===== src/rtl/icu_pkg.sv =====
`timescale 1ns/1ps
package icu_pkg;
    localparam int DATA_W = 32;
    localparam int ADDR_W = 12;

    localparam logic [ADDR_W-1:0] OFS_MASTER = 12'h208;
    localparam logic [ADDR_W-1:0] OFS_MASK   = 12'h210;
    localparam logic [ADDR_W-1:0] OFS_FLAGS  = 12'h214;

    typedef enum logic [1:0] {
        REG_NONE,
        REG_MASTER,
        REG_MASK,
        REG_FLAGS
    } icu_reg_e;
endpackage


===== src/rtl/icu_decode.sv =====
`timescale 1ns/1ps
module icu_decode
    import icu_pkg::*;
#(
    parameter int NUM_CPU = 2,
    localparam int CPU_W  = (NUM_CPU > 1) ? $clog2(NUM_CPU) : 1
) (
    input  logic              clk,
    input  logic              rst_n,
    input  logic [CPU_W-1:0]  cpu,
    input  logic              wr,
    input  logic [ADDR_W-1:0] addr,
    output icu_reg_e          kind,
    output logic [NUM_CPU-1:0] we_master,
    output logic [NUM_CPU-1:0] we_mask,
    output logic [NUM_CPU-1:0] we_flags
);
    always_comb begin
        unique case (addr)
            OFS_MASTER: kind = REG_MASTER;
            OFS_MASK:   kind = REG_MASK;
            OFS_FLAGS:  kind = REG_FLAGS;
            default:    kind = REG_NONE;
        endcase
    end

    for (genvar c = 0; c < NUM_CPU; c++) begin : g_we
        logic hit;
        assign hit          = wr && (cpu == CPU_W'(c));
        assign we_master[c] = hit && (kind == REG_MASTER);
        assign we_mask[c]   = hit && (kind == REG_MASK);
        assign we_flags[c]  = hit && (kind == REG_FLAGS);
    end


    single_target_chk: assert property (@(posedge clk) disable iff (!rst_n)
        $onehot0({we_master, we_mask, we_flags}));

    idle_no_write_chk: assert property (@(posedge clk) disable iff (!rst_n)
        (!wr || kind == REG_NONE) |-> ({we_master, we_mask, we_flags} == '0));
endmodule


===== src/rtl/icu_cpu_bank.sv =====
`timescale 1ns/1ps
module icu_cpu_bank
    import icu_pkg::*;
(
    input  logic              clk,
    input  logic              rst_n,
    input  logic              we_master,
    input  logic              we_mask,
    input  logic              we_flags,
    input  logic [DATA_W-1:0] wdata,
    input  logic [DATA_W-1:0] req,
    output logic [DATA_W-1:0] master_q,
    output logic [DATA_W-1:0] mask_q,
    output logic [DATA_W-1:0] flags_q,
    output logic              irq
);
    logic [DATA_W-1:0] admit;
    logic [DATA_W-1:0] ack;
    logic [DATA_W-1:0] flags_d;

    assign admit   = req & mask_q & {DATA_W{master_q[0]}};
    assign ack     = we_flags ? wdata : '0;
    assign flags_d = (flags_q & ~ack) | admit;

    always_ff @(posedge clk or negedge rst_n) begin
        if (!rst_n) begin
            master_q <= '0;
            mask_q   <= '0;
            flags_q  <= '0;
        end else begin
            if (we_master) master_q <= wdata;
            if (we_mask)   mask_q   <= wdata;
            flags_q <= flags_d;
        end
    end

    assign irq = master_q[0] && ((flags_q & mask_q) != '0);


    no_gated_latch_chk: assert property (@(posedge clk) disable iff (!rst_n)
        1 |=> ((flags_q & ~$past(flags_q)) &
               ~($past(req) & $past(mask_q) & {DATA_W{$past(master_q[0])}})) == '0);

    admit_kept_chk: assert property (@(posedge clk) disable iff (!rst_n)
        1 |=> (($past(req) & $past(mask_q) & {DATA_W{$past(master_q[0])}}) & ~flags_q) == '0);

    ack_clears_chk: assert property (@(posedge clk) disable iff (!rst_n)
        we_flags |=> (flags_q & $past(wdata) & ~$past(req)) == '0);

    irq_needs_switch_chk: assert property (@(posedge clk) disable iff (!rst_n)
        irq |-> master_q[0]);
endmodule


===== src/rtl/dual_irq_ctrl.sv =====
`timescale 1ns/1ps
module dual_irq_ctrl
    import icu_pkg::*;
#(
    parameter int NUM_CPU = 2,
    localparam int CPU_W  = (NUM_CPU > 1) ? $clog2(NUM_CPU) : 1
) (
    input  logic                      clk,
    input  logic                      rst_n,
    input  logic [CPU_W-1:0]          bus_cpu,
    input  logic                      bus_wr,
    input  logic [ADDR_W-1:0]         bus_addr,
    input  logic [DATA_W-1:0]         bus_wdata,
    output logic [DATA_W-1:0]         bus_rdata,
    input  logic [NUM_CPU*DATA_W-1:0] src_req,
    output logic [NUM_CPU-1:0]        cpu_irq
);
    icu_reg_e           kind;
    logic [NUM_CPU-1:0] we_master, we_mask, we_flags;
    logic [DATA_W-1:0]  master_a [NUM_CPU];
    logic [DATA_W-1:0]  mask_a   [NUM_CPU];
    logic [DATA_W-1:0]  flags_a  [NUM_CPU];

    icu_decode #(.NUM_CPU(NUM_CPU)) u_dec (
        .clk       (clk),
        .rst_n     (rst_n),
        .cpu       (bus_cpu),
        .wr        (bus_wr),
        .addr      (bus_addr),
        .kind      (kind),
        .we_master (we_master),
        .we_mask   (we_mask),
        .we_flags  (we_flags)
    );

    for (genvar c = 0; c < NUM_CPU; c++) begin : g_cpu
        icu_cpu_bank u_bank (
            .clk       (clk),
            .rst_n     (rst_n),
            .we_master (we_master[c]),
            .we_mask   (we_mask[c]),
            .we_flags  (we_flags[c]),
            .wdata     (bus_wdata),
            .req       (src_req[c*DATA_W +: DATA_W]),
            .master_q  (master_a[c]),
            .mask_q    (mask_a[c]),
            .flags_q   (flags_a[c]),
            .irq       (cpu_irq[c])
        );
    end

    always_comb begin
        bus_rdata = '0;
        for (int c = 0; c < NUM_CPU; c++) begin
            if (bus_cpu == CPU_W'(c)) begin
                unique case (kind)
                    REG_MASTER: bus_rdata = master_a[c];
                    REG_MASK:   bus_rdata = mask_a[c];
                    REG_FLAGS:  bus_rdata = flags_a[c];
                    default:    bus_rdata = '0;
                endcase
            end
        end
    end


    unmapped_zero_chk: assert property (@(posedge clk) disable iff (!rst_n)
        (kind == REG_NONE) |-> (bus_rdata == '0));
endmodule


===== config.mk =====
export PLATFORM = sky130hd
export DESIGN_NAME = dual_irq_ctrl
export DESIGN_NICKNAME = d
export VERILOG_FILES = /design/src/rtl/icu_pkg.sv /design/src/rtl/icu_decode.sv /design/src/rtl/icu_cpu_bank.sv /design/src/rtl/dual_irq_ctrl.sv
export SDC_FILE = /design/constraint.sdc
export NUM_CORES = 1
export LEC_CHECK = 0
export BUFFER_PORTS_ARGS = -buffer_cell sky130_fd_sc_hd__buf_2
export CORE_MARGIN = 2
export CORE_UTILIZATION = 57
export CTS_CLUSTER_SIZE = 25
export DETAILED_ROUTE_END_ITERATION = 16
export GPL_ROUTABILITY_DRIVEN = 0
export GPL_TIMING_DRIVEN = 0
export MAX_ROUTING_LAYER = met4
export PLACE_DENSITY = 0.81
export SYNTH_ARGS = -nofsm -noshare
export SYNTH_HDL_FRONTEND = slang
export SYNTH_SLANG_ARGS = --single-unit
export TNS_END_PERCENT = 20

===== constraint.sdc =====
create_clock -name clk -period 2.6 [get_ports clk]
set_input_delay 0.26 -clock clk [delete_from_list [all_inputs] [get_ports clk]]
set_output_delay 0.26 -clock clk [all_outputs]
set_load 0.005 [all_outputs]

==> impl_results.md <==
- Reg2Reg Setup Slack: 870 ps
- Crit path top cell by count: clkbuf_1
- Synth-to-layout area growth: 22.2%
- Antenna-violating nets left: 0
- Pwr per Cell Area: roughly 520 nW/um^2
- CP max-delay cell: clkbuf_1
- RSZ-0062 raised after global routing: true
- Seq cells post-synth: 192
- Yosys warnings: 0
- Avg Synthesized Cell Area: ~13 sq um
- Synth top area share: 49.8%
- Routed WL: 34,400 um
- Critical path's top delay family: buffers and inverters
- Residual DRC: 0
- Final hold slack: 55.4 ps
- # setup viols final: 0
- Tmin final: 2600 ps
- Die W: around 130 um
- Max-Cap Viols: 0
- Post-synthesis sequential area ratio: about half
- Worst Tran Pin Value: 899 ps
- CP peak stage delay: 610 ps
- Vias in the first global route: 8,299
- Area occupied by multi-input gates: 4640 sq um
- CP Data Required Time: 2340 ps
- Share of cells above drive strength 1: 45.4%
- CTS H-tree depth: 4
- DP Wirelength: 22,200 um
- Clk sink count: 192
- Outcome: finished clean
- Cell total after placement: between 1,000 and 1,500
- Routed len/inst: 29.5 um
- Largest area contributor in the synthesized netlist: dfrtp_1
- Starting Density: 58.1%
- Tot GR Track Use: 39.2%
- Cell variety after synth: 40
- Skew-Pair Late Insertion Delay: between 400 and 500 ps
- Post-Layout Cell Count: 1,164
- Fmax: 385 MHz
- Max VDD drop: 0.557 mV
- Post-synth net total: around 860
- CTS tree: yes
- First-pass GRT wire length: roughly 50,000 um
- Final worst-path cycle share: 100%
- Buf/Inv on CP: 4
- Skew final: 14.1 ps
- Via Count: 8,482
- Register Area: a little under 5000 sq um
- Remaining global-route overflow: 0
- Core Rows: 47
- Worst slew margin: 40.1%
- Critical path arrival: 2340 ps
- PortBufs: 144
- Num CTS Buffers: 17
- Area contributors post-synth: dfrtp_1, mux2_2, mux2_4
- Die Span Y: 134 um
- Drt pass-1 iters: 8
- Hold Fails Final Rpt: 0
- Core Box Area: 16,600 sq um
- Cell area after synthesis: slightly below 10,000 sq um
- Largest net degree at the start of global routing: 107
- Fill cell count: 1,157
- Ports: 146
- First DRT Iteration DRCs: 1,305
- Vias/cell: around 7.3
- Utilization after layout: 71.0%
- Crit Path Class: flip-flop to output pin
- Post-Synthesis Cells: 749
- Final Max Slew Viols: 0
- Layout net count: roughly 1,000
- Largest fanout on the critical path: 10
- CTS clk-pin slew, worst paths: 80 ps
- Min-Delay Path Class: primary input to flip-flop
- Clock Tree Root: clkbuf_16
- CTS Buffer Depth: 2
- CP Launch Type: flip-flop
- Critical Path Sink Type: output pin
- Initial antenna violation count: 1
- Pleak: 5.63 nW
- DIE AREA: 18,000 sq um
- Worst path cell trace: clkbuf_1, clkbuf_1, o41a_1, buf_4, buf_2
[synthesized netlist by cell type]
cell type and n:
o41ai_1 5, mux2_4 60, nor4b_4 1, nand2b_1 5
clkbuf_1 33, a22oi_1 34, o21ai_0 1, mux2_1 4
o2111ai_1 1, dfrtp_1 192, inv_1 2, nor2_1 2
nor4_2 2, and3b_1 1, nand2_1 24, o41a_1 2
mux2_2 97, nor3b_1 1, a31oi_1 1, o211ai_1 1
a221oi_1 62, or4_1 1, buf_1 7, and2_1 1
or3_1 1, nor4_4 1, or4b_1 2, buf_2 20
nand2_4 2, nand3_1 66, a32o_1 64, a211oi_1 24
buf_4 3, or2_2 1, nor2b_1 3, nand4_1 8
nor3_1 6, buf_6 6, nor3_4 1, or4b_2 1
[kinds of logic after synthesis]
family                 count (synthesis)  share of synthesized area (%)
muxes                                161                           21.1
AOI/OAI and AO/OA                    195                           17.8
buffers and inverters                 71                           3.61
DFF                                  192                           49.8
and+or+nand+nor                      130                           7.67
[where the power goes]
part	internal, W	switching, W	total, W
clock network	0.00148	0.00128	0.00276
logic	0.000126	0.000255	0.000380
registers	0.00299	0.00000492	0.00299
[registers in the layout (all words and copies together) (netlist names)]
signal                 flops
g_cpu.u_bank.master_q     64
g_cpu.u_bank.flags_q      64
g_cpu.u_bank.mask_q       64
[final cells by class]
cell class,count,share of cell area (%)
Multi-Input combinational cell,486,39.4
Inverter,2,0.0637
Tap cell,220,2.34
Timing Repair Buffer,163,8.04
Clock inverter,14,1.47
Sequential cell,192,40.8
Antenna cell,1,0.0212
Buffer,68,4.14
Clock buffer,18,3.73
[path summary, 6_finish.rpt]
path                                                 to  depth (start not counted)                         start
setup / recovery                             cpu_irq[1]                          5   g_cpu[1].u_bank.master_q[0]
hold / removal              g_cpu[0].u_bank.flags_q[19]                          2                   src_req[19]
setup reg to reg            g_cpu[1].u_bank.flags_q[24]                          3   g_cpu[1].u_bank.master_q[0]
hold reg to reg            g_cpu[1].u_bank.master_q[31]                          1  g_cpu[1].u_bank.master_q[31]
max in group asynchronous   g_cpu[0].u_bank.master_q[0]                          3                         rst_n
min in group asynchronous   g_cpu[0].u_bank.flags_q[23]                          2                         rst_n
[metrics by stage]
step	instance area (sq um)	TNS [ps]	setup WS [ps]	total power, W
after floorplan	9640	0	304	0.00316
after global placement	10600	-371770	-1860	0.00339
after detailed placement	10700	-18950	-729	0.00340
after CTS	11600	-6.61	-3.46	0.00611
after global routing	11800	-315	-53.3	0.00629
final	11800	0	0.722	0.00614
[repair_timing]
action | in CTS | in global routing
setup endpoints to repair | 31 | 32
resized for setup | 48 | 51
cloned | 0 | 1
endpoints found under the hold margin | 86 | 0
hold buffers | 1 | 0
setup buffers | 11 | 5
pin swaps | 12 | 14
[cells in the final DEF, fill, tap and decap left out, types with 7 or more instances in the layout]
cell type,count
buf_1,7
nand4_1,8
a221oi_1,59
nand3_1,66
a32o_1,64
nand2_1,24
clkbuf_16,18
buf_2,156
buf_6,14
mux2_4,60
a22oi_1,33
dfrtp_1,192
a211oi_2,12
a211oi_1,11
clkbuf_1,17
mux2_2,97
buf_4,15
[layer usage]
metal  global-route usage (%)  share of wire (%)  vias up
met4                     16.5                5.0        0
li1                         -                  -     3375
met2                     57.6                 45      751
met1                     50.9                 36     4210
met3                     11.8                 14      146
met5                        -                  0        -
Power figures use the tool's default switching activity.
